<file path="config.mk">
export PLATFORM = sky130hd
export DESIGN_NAME = dgt_tracker
export DESIGN_NICKNAME = d
export VERILOG_FILES = /design/src/rtl/dgt_pkg.sv /design/src/rtl/dgt_cost.sv /design/src/rtl/dgt_members.sv /design/src/rtl/dgt_fill.sv /design/src/rtl/dgt_tracker.sv
export SDC_FILE = /design/constraint.sdc
export NUM_CORES = 1
export LEC_CHECK = 0
export ABC_AREA = 1
export BUFFER_PORTS_ARGS = -buffer_cell sky130_fd_sc_hd__buf_2
export CAP_MARGIN = 20
export CORE_MARGIN = 10
export CORE_UTILIZATION = 59
export CTS_BUF_LIST = sky130_fd_sc_hd__clkbuf_2 sky130_fd_sc_hd__clkbuf_4 sky130_fd_sc_hd__clkbuf_8
export DETAILED_ROUTE_END_ITERATION = 8
export GPL_TIMING_DRIVEN = 0
export PLACE_DENSITY = 0.89
export SYNTH_ARGS = -nofsm -noshare
export SYNTH_HDL_FRONTEND = slang
export SYNTH_SLANG_ARGS = --single-unit
</file>
<file path="constraint.sdc">
create_clock -name clk -period 2.89 [get_ports clk]
set_clock_uncertainty 0.15 [all_clocks]
set_input_delay 0.289 -clock clk [delete_from_list [all_inputs] [get_ports clk]]
set_output_delay 0.289 -clock clk [all_outputs]
set_load 0.01 [all_outputs]
</file>
<file path="src/rtl/dgt_pkg.sv">
package dgt_pkg;

    typedef enum logic [1:0] {
        COST_ONE  = 2'd0,
        COST_TWO  = 2'd1,
        COST_FOUR = 2'd2,
        COST_RSVD = 2'd3
    } cost_cls_e;

    typedef struct packed {
        cost_cls_e cls;
        logic      rec;
        logic      branch;
        logic      lead;
        logic      load;
    } instr_attr_t;

    // slot cost of one instruction; a record-form single becomes a double
    function automatic logic [2:0] slot_cost(cost_cls_e cls, logic rec);
        logic [2:0] c;
        case (cls)
            COST_ONE: c = rec ? 3'd2 : 3'd1;
            COST_TWO: c = 3'd2;
            default:  c = 3'd4;
        endcase
        return c;
    endfunction

endpackage

</file>
<file path="src/rtl/dgt_cost.sv">
module dgt_cost
    import dgt_pkg::*;
#(
    parameter int CW = 3
) (
    input  instr_attr_t   attr,
    output logic [CW-1:0] cost,
    output logic          must_lead
);
    logic [2:0] raw;

    always_comb begin
        raw       = slot_cost(attr.cls, attr.rec);
        cost      = CW'(raw);
        must_lead = (raw > 3'd1) || attr.lead;
    end
endmodule

</file>
<file path="src/rtl/dgt_members.sv">
module dgt_members #(
    parameter int TAG_W = 4,
    parameter int DEPTH = 6
) (
    input  logic             clk,
    input  logic             rst,
    input  logic             clear,
    input  logic             push,
    input  logic [TAG_W-1:0] push_tag,
    input  logic [TAG_W-1:0] probe_tag,
    output logic             hit
);
    localparam int PW = $clog2(DEPTH + 1);
    localparam logic [PW-1:0] DEPTH_V = PW'(DEPTH);

    logic [TAG_W-1:0] tag_q [DEPTH];
    logic [DEPTH-1:0] vld_q;
    logic [DEPTH-1:0] hit_vec;
    logic [PW-1:0]    cnt_q;

    always_ff @(posedge clk) begin
        if (rst) begin
            cnt_q <= '0;
        end else if (clear) begin
            cnt_q <= push ? PW'(1) : '0;
        end else if (push) begin
            cnt_q <= cnt_q + PW'(1);
        end
    end

    for (genvar i = 0; i < DEPTH; i++) begin : g_entry
        logic wr;
        assign wr = push && (clear ? (i == 0) : (cnt_q == PW'(i)));

        always_ff @(posedge clk) begin
            if (rst) begin
                vld_q[i] <= 1'b0;
            end else if (wr) begin
                vld_q[i] <= 1'b1;
            end else if (clear) begin
                vld_q[i] <= 1'b0;
            end
        end

        always_ff @(posedge clk) begin
            if (wr) tag_q[i] <= push_tag;
        end

        assign hit_vec[i] = vld_q[i] && (tag_q[i] == probe_tag);
    end

    assign hit = |hit_vec;

    // the list never grows past its depth within one group
    p_list_room_r10: assert property (@(posedge clk) disable iff (rst)
        (push && !clear) |-> (cnt_q < DEPTH_V));
endmodule

</file>
<file path="src/rtl/dgt_fill.sv">
module dgt_fill #(
    parameter int CW          = 3,
    parameter int GROUP_SLOTS = 6
) (
    input  logic          hazard,
    input  logic          term_mode,
    input  logic [CW-1:0] slots,
    output logic [CW-1:0] fill
);
    localparam logic [CW-1:0] FULL_V  = CW'(GROUP_SLOTS);
    localparam logic [CW-1:0] LIMIT_V = CW'(GROUP_SLOTS - 1);

    always_comb begin
        if (!hazard || (slots >= FULL_V)) begin
            fill = '0;
        end else if (term_mode) begin
            fill = CW'(1);
        end else if (slots >= LIMIT_V) begin
            fill = '0;
        end else begin
            fill = LIMIT_V - slots;
        end
    end
endmodule

</file>
<file path="src/rtl/dgt_tracker.sv">
module dgt_tracker
    import dgt_pkg::*;
#(
    parameter int TAG_W       = 4,
    parameter int GROUP_SLOTS = 6,
    parameter int LIST_DEPTH  = 6
) (
    input  logic             clk,
    input  logic             rst,
    input  logic             term_nop_mode,
    input  logic             in_valid,
    output logic             in_ready,
    input  logic [TAG_W-1:0] in_tag,
    input  logic [1:0]       in_cost,
    input  logic             in_rec,
    input  logic             in_branch,
    input  logic             in_lead,
    input  logic             in_load,
    input  logic             dep_valid,
    input  logic [TAG_W-1:0] dep_tag,
    input  logic             dep_is_ctr,
    input  logic             nop_pulse,
    output logic             hazard,
    output logic [2:0]       fill_count,
    output logic [2:0]       slot_count,
    output logic             branch_seen
);
    localparam int CW = $clog2(GROUP_SLOTS + 1);
    localparam logic [CW-1:0] FULL_V = CW'(GROUP_SLOTS);
    localparam logic [CW-1:0] LAST_V = CW'(GROUP_SLOTS - 1);

    instr_attr_t   attr;
    logic [CW-1:0] cost;
    logic          must_lead;
    logic          dep_hit;
    logic [CW-1:0] fill;
    logic          accept;

    logic [CW-1:0] slots_q, slots_d, base;
    logic          brc_q, brc_d, brc_base;
    logic          lst_clear, lst_push;

    assign attr = '{cls: cost_cls_e'(in_cost), rec: in_rec, branch: in_branch,
                    lead: in_lead, load: in_load};

    dgt_cost #(.CW(CW)) u_cost (
        .attr      (attr),
        .cost      (cost),
        .must_lead (must_lead)
    );

    dgt_members #(.TAG_W(TAG_W), .DEPTH(LIST_DEPTH)) u_list (
        .clk       (clk),
        .rst       (rst),
        .clear     (lst_clear),
        .push      (lst_push),
        .push_tag  (in_tag),
        .probe_tag (dep_tag),
        .hit       (dep_hit)
    );

    assign hazard = in_valid && dep_valid && dep_hit &&
                    (dep_is_ctr ? in_branch : in_load);

    dgt_fill #(.CW(CW), .GROUP_SLOTS(GROUP_SLOTS)) u_fill (
        .hazard    (hazard),
        .term_mode (term_nop_mode),
        .slots     (slots_q),
        .fill      (fill)
    );

    assign in_ready = (fill == '0) && !nop_pulse;
    assign accept   = in_valid && in_ready;

    always_comb begin
        slots_d   = slots_q;
        brc_d     = brc_q;
        lst_clear = 1'b0;
        lst_push  = 1'b0;
        base      = slots_q;
        brc_base  = brc_q;
        if (accept) begin
            if ((slots_q >= LAST_V) || (in_branch && brc_q)) begin
                slots_d   = '0;
                brc_d     = 1'b0;
                lst_clear = 1'b1;
            end else begin
                if (must_lead && (slots_q != '0)) begin
                    base      = '0;
                    brc_base  = 1'b0;
                    lst_clear = 1'b1;
                end
                slots_d  = base + cost;
                brc_d    = brc_base | in_branch;
                lst_push = 1'b1;
            end
        end else if (nop_pulse) begin
            if (term_nop_mode || (slots_q >= FULL_V)) begin
                slots_d   = '0;
                brc_d     = 1'b0;
                lst_clear = 1'b1;
            end else begin
                slots_d = slots_q + CW'(1);
            end
        end
    end

    always_ff @(posedge clk) begin
        if (rst) begin
            slots_q <= '0;
            brc_q   <= 1'b0;
        end else begin
            slots_q <= slots_d;
            brc_q   <= brc_d;
        end
    end

    assign slot_count  = 3'(slots_q);
    assign fill_count  = 3'(fill);
    assign branch_seen = brc_q;

    // slot usage never exceeds the group size
    p_slots_cap_r9: assert property (@(posedge clk) disable iff (rst)
        slots_q <= FULL_V);

    // in terminating mode a no-op always ends the group
    p_term_nop_ends_r9: assert property (@(posedge clk) disable iff (rst)
        (nop_pulse && term_nop_mode) |=> (slots_q == '0 && !brc_q));

    // in counted mode a no-op below a full group adds one slot
    p_nop_adds_r9: assert property (@(posedge clk) disable iff (rst)
        (nop_pulse && !term_nop_mode && slots_q < FULL_V)
        |=> (slots_q == $past(slots_q) + CW'(1)));

    // a second branch empties the group
    p_second_branch_r5: assert property (@(posedge clk) disable iff (rst)
        (accept && in_branch && brc_q) |=> (slots_q == '0 && !brc_q));

    // a four-slot instruction always ends up alone at the group head
    p_wide_leads_r3: assert property (@(posedge clk) disable iff (rst)
        (accept && in_cost[1] && slots_q < LAST_V && !(in_branch && brc_q))
        |=> (slots_q == CW'(4)));

    // filler count never exceeds the fillable slots, one in terminating mode
    p_fill_cap_r7: assert property (@(posedge clk) disable iff (rst)
        (fill <= LAST_V) && (!term_nop_mode || fill <= CW'(1)));
endmodule

</file>
==> flow_summary_export.csv, run 1 <==
group,metric,value,unit
clock_tree,clock_path_buffers,2,
power_and_ir_drop,total_leakage_power,1.14,nW
placement,portBuffers,28,
sta,fmax,365,MHz
routing,wire_per_inst,13.6,um
sta,drv_slew,0,
die,boundaryPins,30,
yosys,async_flop_share,0,%
die,design.core.area,0.00339,mm2
routing,vias_per_cell,5.14,
clock_tree,clock_sinks,37,
cells_and_area,drive_gt1_share,19.7,%
die,rows,21,
yosys,synthCells,257,
min_path,hp-class,"in -> reg",
yosys,synth-seq-cells,37,
clock_tree,htree_levels,2,
global_routing,antenna_found_initial,0,
die,die_w,79.7,um
yosys,synthesis.area,0.00210,mm2
clock_tree,clkTransAtPathRegs,120,ps
setup_path,cp-end-kind,"flop",
global_routing,grt_overflow_total,0,
power_and_ir_drop,p_per_area,495,mW/mm2
placement,dp_hpwl,3.62,mm
sta,fin_crit,2740,ps
cells_and_area,area_delta_synth_final,17.7,%
yosys,synth_ff_type,"edfxtp_1",
yosys,postSynthAreaPerCell,8.18,um2
setup_path,startpoint_type,"flop",
global_routing,grt_use_total,14.9,%
sta,slew_headroom,63.5,%
sta,hold_slack,45.0,ps
global_routing,grt_pass1_vias,1724,
sta,setup_viol,0,
routing,drc_errors,0,
clock_tree,cts_tree,"yes",
routing,drt-pass1-iter-count,4,
yosys,yosysSeqAreaShare,46.6,%
setup_path,cp_max_fo,6,
placement,gp_congestion,0.800,
sta,setup_tns,0,ps
setup_path,crit_type,"reg -> reg",
routing,totalWireLength,4.62,mm
cells_and_area,antenna_cells,0,
power_and_ir_drop,ir_worst_vdd,0.000323,V
routing,via_count,1747,
run,maxCapViolCount,0,
cells_and_area,fin_cells,340,
die,die_y,79.7,um
placement,placedCellCount,331,
global_routing,grt_max_degree,14,
cells_and_area,utilization,73.1,%
sta,tightestPinTransition,545,ps
clock_tree,cts_made_buffers,5,
clock_tree,clock-root-buffer,"clkbuf_4",
global_routing,grt_pass1_wl,7.57,mm
setup_path,critical_path_required,2800,ps
sta,hold_violations,0,
status,status,"finished clean",
die,initial_utilization,62.1,%
die,die_area,0.00635,mm2
cells_and_area,fin_nets,326,
sta,fin_crit_sh,94.7,%
yosys,ys_types,27,
routing,antenna_left,0,
yosys,synth_edf_count,24,
clock_tree,clock_latency,340,ps
yosys,syn-num-nets,290,
routing,drt-initial-drc-count,89,
setup_path,arrival,2650,ps
yosys,yosys_warnings,0,
## flip-flops by register name, summed over array words and instances (netlist names)
register and count:
u_list.cnt_q 3, slot_count 3, branch_seen 1, u_list.vld_q 6, u_list.tag_q 24
## logic make-up after synthesis
group | after synthesis | synth area share (%)
simple gates | 125 | 25.8
compound gates | 29 | 7.85
flops | 37 | 46.6
fa+ha+maj | 12 | 7.50
buf+inv | 45 | 8.45
xor+xnor | 9 | 3.75
## critical path: stages (launching register included)
cell and delay, ps:
dfxtp_1 420, inv_1 130, ha_1 220, a21oi_1 240, nand2_2 160, nor3b_2 230
nand3_2 150, nand2_1 140, inv_1 50, nand4_1 190, nand2_4 170, nor2_4 210
## cell usage after synthesis, types with 3 or more instances
master	instances	area (um2)
nand2_1	61	229
inv_1	40	150
nor2_1	36	135
edfxtp_1	24	721
nand3_1	15	75.1
a21oi_1	13	65.1
dfxtp_1	13	260
o21ai_0	12	60.1
ha_1	11	138
xnor2_1	9	78.8
inv_2	3	11.3
## power breakdown
part	switching, mW	internal [mW]	total [mW]
combinational	0.113	0.0638	0.177
sequential	0.0142	0.577	0.591
clock	0.184	0.272	0.456
## final timing paths
kind,start,endpoint,slack [ps],cells past startpoint
max,slot_count[0],u_list.tag_q[1][1],150,11
min,in_tag[2],u_list.tag_q[5][2],40,1
max reg2reg,slot_count[0],u_list.tag_q[1][1],150,11
min reg2reg,u_list.vld_q[2],u_list.vld_q[2],320,2
## what timing repair did
action / in CTS / in global routing
hold buffers: 1 / 0
resized for setup: 0 / 17
setup endpoints to repair: 16 / 25
setup buffers: 0 / 0
hold endpoints to repair: 2 / 0
## layout by cell type (no fill, tap or decap), types with 3 or more instances in the layout
cell,synthesis,final
nor2_4,1,6
nor2_1,36,31
edfxtp_1,24,24
a21oi_1,13,13
o21ai_0,12,11
ha_1,11,11
buf_2,1,29
clkbuf_4,0,5
nand3_1,15,15
inv_1,40,40
dfxtp_1,13,12
nand2_1,61,59
xnor2_1,9,9
inv_2,3,3
## stage by stage
stage	setup slack, ps	total power, mW	area [um2]
3_5_place_dp	1.25	0.767	2300
6_report	152	1.22	2480
5_1_grt	-19.6	1.27	2480
3_3_place_gp	30.0	0.758	2300
2_1_floorplan	396	0.709	2100
4_1_cts	-39.3	1.22	2420
## routing by layer
layer	track usage [%]	vias to the layer above	part of all wire, %
met2	26.8	39	52
met4	6.45	0	2.2
met1	16.0	801	42
li1	-	895	-
met3	3.72	12	3.7
met5	0	-	0
## final cells by class
| cell class | instances | area, um2 |
|---|---|---|
| Buffer | 2 | 16.3 |
| Clock buffer | 5 | 37.5 |
| Clock inverter | 3 | 68.8 |
| Fill cell | 260 | 913 |
| Inverter | 43 | 161 |
| Multi-Input combinational cell | 175 | 1000 |
| Sequential cell | 37 | 982 |
| Tap cell | 46 | 57.6 |
| Timing Repair Buffer | 29 | 150 |
(Power assumes the default switching activity.)
==> run 2, diff against run 1 <==
- HOLD_SLACK_MARGIN: default -> 0.1
==> run 2 against run 1 <==
- utilization rose by 1.5 points
- critical path depth stayed put
- non-clock buffer count increased by 5
- power increased by 0.46%
- sequential share of layout area down 0.79 points
- sequential cell count did not move
- count of clock-buffer cells in the layout did not move
- sequential power hardly changed
- register-to-register slack gained 20 ps
- die area unchanged
- highest routed layer unchanged
==> flow_summary_export.csv, run 2 (synthesis results as in run 1) <==
group,metric,value,unit
cells_and_area,fin_cells,345,
die,die_area,0.00635,mm2
setup_path,cpMaxStageDelayCell,"dfxtp_1",
routing,totalWireLength,4.75,mm
sta,hold_violations,0,
cells_and_area,fin_nets,331,
power_and_ir_drop,finalPower,1.23,mW
cells_and_area,final_common_cell,"nand2_1",
cells_and_area,reg.largest.list,"u_list.tag_q (24), u_list.vld_q (6)",
routing,dr_wl_met2,2.51,mm
die,die_w,79.7,um
clock_tree,clock_path_buffers,2,
placement,dp_hpwl,3.62,mm
die,boundaryPins,30,
sta,drv_slew,0,
global_routing,grt_pass1_vias,1749,
run,maxCapViolCount,0,
sta,fin_crit_sh,94.2,%
global_routing,grt_pass1_wl,7.78,mm
setup_path,slowest_delay,420,ps
cells_and_area,top_register,"u_list.tag_q",
clock_tree,cts_tree,"yes",
cells_and_area,antenna_cells,0,
min_path,hp-class,"in -> reg",
global_routing,grt_use_total,15.3,%
cells_and_area,final_cell_mix,"nand2_1, inv_1, nor2_1",
clock_tree,htree_levels,2,
clock_tree,postCtsSetupBuffers,0,
setup_path,cpMostUsedCell,"inv_1",
power_and_ir_drop,total_leakage_power,1.16,nW
die,design.core.area,0.00339,mm2
placement,portBuffers,28,
status,status,"finished clean",
setup_path,cp-end-kind,"flop",
clock_tree,clock_sinks,37,
routing,drt-pass1-iter-count,4,
clock_tree,clock_latency,340,ps
sta,tightestPinTransition,544,ps
cells_and_area,fillCellCount,248,
power_and_ir_drop,p_per_area,487,mW/mm2
die,rows,21,
die,initial_utilization,62.1,%
routing,drt-initial-drc-count,108,
routing,routed.top_layer,"met4",
setup_path,startpoint_type,"flop",
cells_and_area,drive_gt1_share,19.4,%
setup_path,critPathTopFamily,"simple AND/OR/NAND/NOR gates",
sta,setup_viol,0,
sta,fmax,367,MHz
power_and_ir_drop,ir_worst_vdd,0.000295,V
placement,gp_congestion,0.800,
routing,via_count,1780,
routing,route.met3.wl,218,um
routing,wire_per_inst,13.8,um
cells_and_area,area_delta_synth_final,20.1,%
routing,antenna_left,0,
global_routing,grt_max_degree,14,
setup_path,arrival,2630,ps
clock_tree,clock-root-buffer,"clkbuf_4",
clock_tree,cts_made_buffers,5,
setup_path,crit_type,"reg -> reg",
routing,met1_length,1.92,mm
clock_tree,clkTransAtPathRegs,120,ps
setup_path,cp_max_fo,6,
die,die_y,79.7,um
cells_and_area,largest_reg_flops,24,
setup_path,cp_cell_sequence,"inv_1, ha_1, a21oi_1, nand2_2, nor3b_2, nand3_2, nand2_1, inv_1, nand4_1, nand2_4, nor2_4",
routing,vias_per_cell,5.16,
sta,fin_crit,2720,ps
setup_path,critical_path_required,2800,ps
global_routing,grt_overflow_total,0,
routing,drc_errors,0,
placement,placedCellCount,331,
setup_path,crit_buf_inv,2,
sta,slew_headroom,63.5,%
global_routing,antenna_found_initial,0,
==> run 2: cell types whose count changed in the layout (fill, tap and decap cells not counted), sizes merged <==
cell,previous run,this run
dlygate4sd3,1,6
==> run 2: repair_timing <==
action	in CTS	in global routing
hold endpoints to repair	26	0
resized for setup	0	17
hold buffers	6	0
setup endpoints to repair	16	25
==> run 2: path summary, 6_finish.rpt <==
kind / slack, ps / depth (start not counted) / end / start
worst max-delay path: 170 / 11 / u_list.tag_q[3][3] / slot_count[0]
worst min-delay path: 280 / 7 / slot_count[2] / in_cost[1]
worst max register to register: 170 / 11 / u_list.tag_q[3][3] / slot_count[0]
worst min register to register: 330 / 2 / u_list.vld_q[2] / u_list.vld_q[2]
==> run 2: area by class of cell <==
cell class | instances | area (um2) | share of cell area, %
tap | 46 | 57.6 | 2.28
multi-input combinational | 175 | 1000 | 39.7
timing repair buffer | 34 | 200 | 7.92
sequential | 37 | 982 | 38.9
inverter | 43 | 161 | 6.39
buffer | 2 | 16.3 | 0.644
clock inverter | 3 | 68.8 | 2.72
clock buffer | 5 | 37.5 | 1.49
==> run 2: power breakdown <==
| group | total [mW] | switching, mW | internal [mW] |
|---|---|---|---|
| Clock | 0.457 | 0.184 | 0.272 |
| Sequential | 0.591 | 0.0140 | 0.577 |
| Combinational | 0.183 | 0.114 | 0.0682 |
==> run 2: layer usage <==
metal  vias to the layer above  global-route usage [%]
li1                        902                       -
met1                       813                    16.2
met2                        53                    28.0
met3                        12                    3.72
met4                         0                    6.27
met5                         -                       0
==> run 2: worst register-to-register path, stage by stage, from the launching register on <==
cell and delay (ps):
dfxtp_1 420, inv_1 130, ha_1 220, a21oi_1 240
nand2_2 160, nor3b_2 230, nand3_2 150, nand2_1 140
inv_1 50, nand4_1 190, nand2_4 170, nor2_4 210
==> run 2: stage by stage <==
step	hold slack, ps	area (um2)	util, %	TNS (ps)	setup WS, ps
floorplan	208	2100	-	0	396
global placement	301	2300	67.9	0	30.0
detailed placement	309	2300	67.9	0	1.25
CTS	233	2470	72.8	-541	-39.3
global route	320	2530	74.5	-185	-20.5
finish	285	2530	74.5	0	168
==> run 3, diff against run 2 <==
- ABC_AREA: 1 -> default
- CTS_BUF_LIST: sky130_fd_sc_hd__clkbuf_2 sky130_fd_sc_hd__clkbuf_4 sky130_fd_sc_hd__clkbuf_8 -> sky130_fd_sc_hd__clkbuf_4
- GPL_TIMING_DRIVEN: 0 -> default
==> run 3 against run 2 <==
- register-to-register slack better by 100 ps
- largest cell class unchanged
- design area down 2.0%
- cell count down 16%
- non-clock buffer count up 8
- synthesized area up 0.95%
- sequential cell count unchanged
- critical path type is now reg -> out
- largest power group unchanged
- hold slack worse by 150 ps
- die area up 0.72%
- count of clock-buffer cells in the layout unchanged
- routed wire length up 0.80%
- utilization down 2.1 points
==> flow_summary_export.csv, run 3 <==
group,metric,value,unit
routing,dr_wl_met2,2.22,mm
power_and_ir_drop,finalPower,1.02,mW
routing,routed.top_layer,"met4",
routing,drc_errors,0,
yosys,synth.top_cells.by_area,"edfxtp_1, dfxtp_1, ha_1",
clock_tree,clkTransAtPathRegs,120,ps
sta,tightestPinTransition,525,ps
sta,setup_viol,0,
cells_and_area,antenna_cells,0,
die,initial_utilization,62.2,%
setup_path,cp-end-kind,"output pin",
yosys,yosys_warnings,0,
sta,slew_headroom,64.9,%
die,design.core.area,0.00342,mm2
sta,setup_tns,0,ps
cells_and_area,reg.largest.list,"u_list.tag_q (24), u_list.vld_q (6)",
placement,gp_congestion,0.870,
die,boundaryPins,30,
yosys,postSynthAreaPerCell,10.7,um2
placement,placedCellCount,273,
clock_tree,clock-root-buffer,"clkbuf_4",
placement,portBuffers,29,
cells_and_area,final_cell_mix,"buf_2, edfxtp_1, xnor2_1",
sta,fin_crit,2760,ps
sta,grt_setup_unrepaired,"false",
clock_tree,cts_tree,"yes",
global_routing,grt_use_total,15.4,%
routing,via_count,1693,
yosys,ys_top_cells_by_count,"edfxtp_1, xnor2_1, dfxtp_1",
routing,vias_per_cell,5.86,
yosys,yosysSeqAreaShare,46.2,%
cells_and_area,largest_reg_flops,24,
yosys,ys_types,45,
clock_tree,htree_levels,2,
die,die_w,80.0,um
status,status,"finished clean",
setup_path,crit_path_end,"in_ready",
routing,met1_length,2.04,mm
global_routing,grt_overflow_total,0,
die,die_area,0.00640,mm2
setup_path,cp_max_fo,7,
global_routing,grt_max_degree,16,
routing,drt-initial-drc-count,185,
cells_and_area,fin_cells,289,
setup_path,startpoint_type,"flop",
yosys,yosys.area.top_type,"edfxtp_1",
die,die_y,80.0,um
sta,fin_crit_sh,95.4,%
run,maxCapViolCount,0,
clock_tree,clock_path_buffers,2,
routing,wire_per_inst,16.6,um
cells_and_area,drive_gt1_share,25.5,%
setup_path,rr_worst_depth,10,
setup_path,timing.reg2reg.setup_slack,270,ps
setup_path,critical_path_required,2450,ps
clock_tree,clock_latency,350,ps
power_and_ir_drop,ir_worst_vdd,0.000225,V
setup_path,crit_start,"slot_count[0]",
global_routing,antenna_found_initial,0,
clock_tree,clock_sinks,37,
cells_and_area,utilization,72.5,%
yosys,synthesis.area,0.00212,mm2
setup_path,crit_type,"reg -> out",
setup_path,rr_startpoint,"slot_count[0]",
routing,drt-pass1-iter-count,4,
setup_path,arrival,2320,ps
yosys,synth_edf_count,24,
global_routing,grt_pass1_wl,7.75,mm
yosys,synth_most_common_cell,"edfxtp_1",
power_and_ir_drop,p_per_area,411,mW/mm2
yosys,syn-num-nets,232,
yosys,synth_top_cell_area_share,33.9,%
yosys,synthCells,199,
routing,totalWireLength,4.79,mm
yosys,synth-seq-cells,37,
power_and_ir_drop,total_leakage_power,0.927,nW
sta,hold_slack,131,ps
yosys,synth_ff_type,"edfxtp_1",
global_routing,grt_pass1_vias,1606,
sta,fmax,363,MHz
clock_tree,cts_made_buffers,5,
placement,dp_hpwl,3.62,mm
die,rows,21,
cells_and_area,top_register,"u_list.tag_q",
setup_path,r2r_end,"u_list.vld_q[1]",
cells_and_area,fin_nets,275,
yosys,async_flop_share,0,%
sta,drv_slew,0,
routing,antenna_left,0,
cells_and_area,area_delta_synth_final,16.6,%
routing,route.met3.wl,385,um
cells_and_area,final_common_cell,"buf_2",
sta,hold_violations,0,
min_path,hp-class,"in -> reg",
==> run 3: cell count changes after synthesis, moves of 4 or more <==
cell,previous run,this run
buf_4,0,4
o21ai_0,12,6
nor2_1,36,10
nand3_1,15,7
o31ai_1,0,4
xnor2_1,9,15
inv_1,40,11
nor3_1,2,10
nand2b_1,0,4
nand2_1,61,11
xor2_1,0,10
a21oi_1,13,8
==> run 3: worst min path at each step <==
stage,startpoint,end,slack [ps],cells after the start
2_1_floorplan,rst,slot_count[0],210,1
3_3_place_gp,u_list.vld_q[4],u_list.vld_q[4],310,1
3_5_place_dp,u_list.vld_q[5],u_list.vld_q[5],340,1
4_1_cts,nop_pulse,slot_count[1],110,2
5_1_grt,nop_pulse,slot_count[1],130,2
6_report,nop_pulse,slot_count[1],130,2
==> run 3: layout make-up <==
cell class,count,area (um2)
multi-input combinational,143,1060
sequential,37,985
clock inverter,3,17.5
inverter,11,41.3
fill,240,941
clock buffer,5,37.5
tap,46,57.6
timing repair buffer,44,273
==> run 3: stage by stage <==
stage / cell area, um2 / setup WS [ps]
floorplan: 2120 / 272
global placement: 2330 / 217
detailed placement: 2330 / 34.6
CTS: 2450 / 21.9
global route: 2470 / 15.6
finish: 2470 / 132
==> run 3: logic make-up after synthesis <==
group | count (synthesis) | synth area share, %
XOR/XNOR | 25 | 10.3
adder cells (fa/ha/maj) | 12 | 7.42
multiplexers | 1 | 0.530
flip-flops | 37 | 46.2
AND/OR/NAND/NOR | 62 | 15.4
buffers and inverters | 19 | 4.42
AO/OA/AOI/OAI | 43 | 15.7
==> run 3: what timing repair did <==
action	4_1_cts	5_1_grt
hold buffers	6	0
setup endpoints to repair	1	1
resized for setup	2	4
buffers inserted	0	2
hold endpoints to repair	29	0
==> run 3: critical path, stage by stage (launching register included) <==
cell and delay [ps]:
dfxtp_2 420, inv_1 130, ha_1 260, nand2b_1 160
a221oi_2 300, a21oi_1 120, nor2_2 190, o31a_4 210
nor2_1 50, buf_2 140
==> run 3: metal layers <==
metal | GRT usage (%) | up-vias
met3 | 4.84 | 16
li1 | - | 815
met4 | 6.34 | 0
met5 | 0 | -
met2 | 24.0 | 72
met1 | 19.3 | 790
==> run 3: power by group <==
part	internal (mW)	leakage (nW)	switching [mW]
registers	0.573	0.324	0.0100
clock network	0.0921	0.0326	0.176
logic	0.0686	0.571	0.0967
total	0.734	0.927	0.283
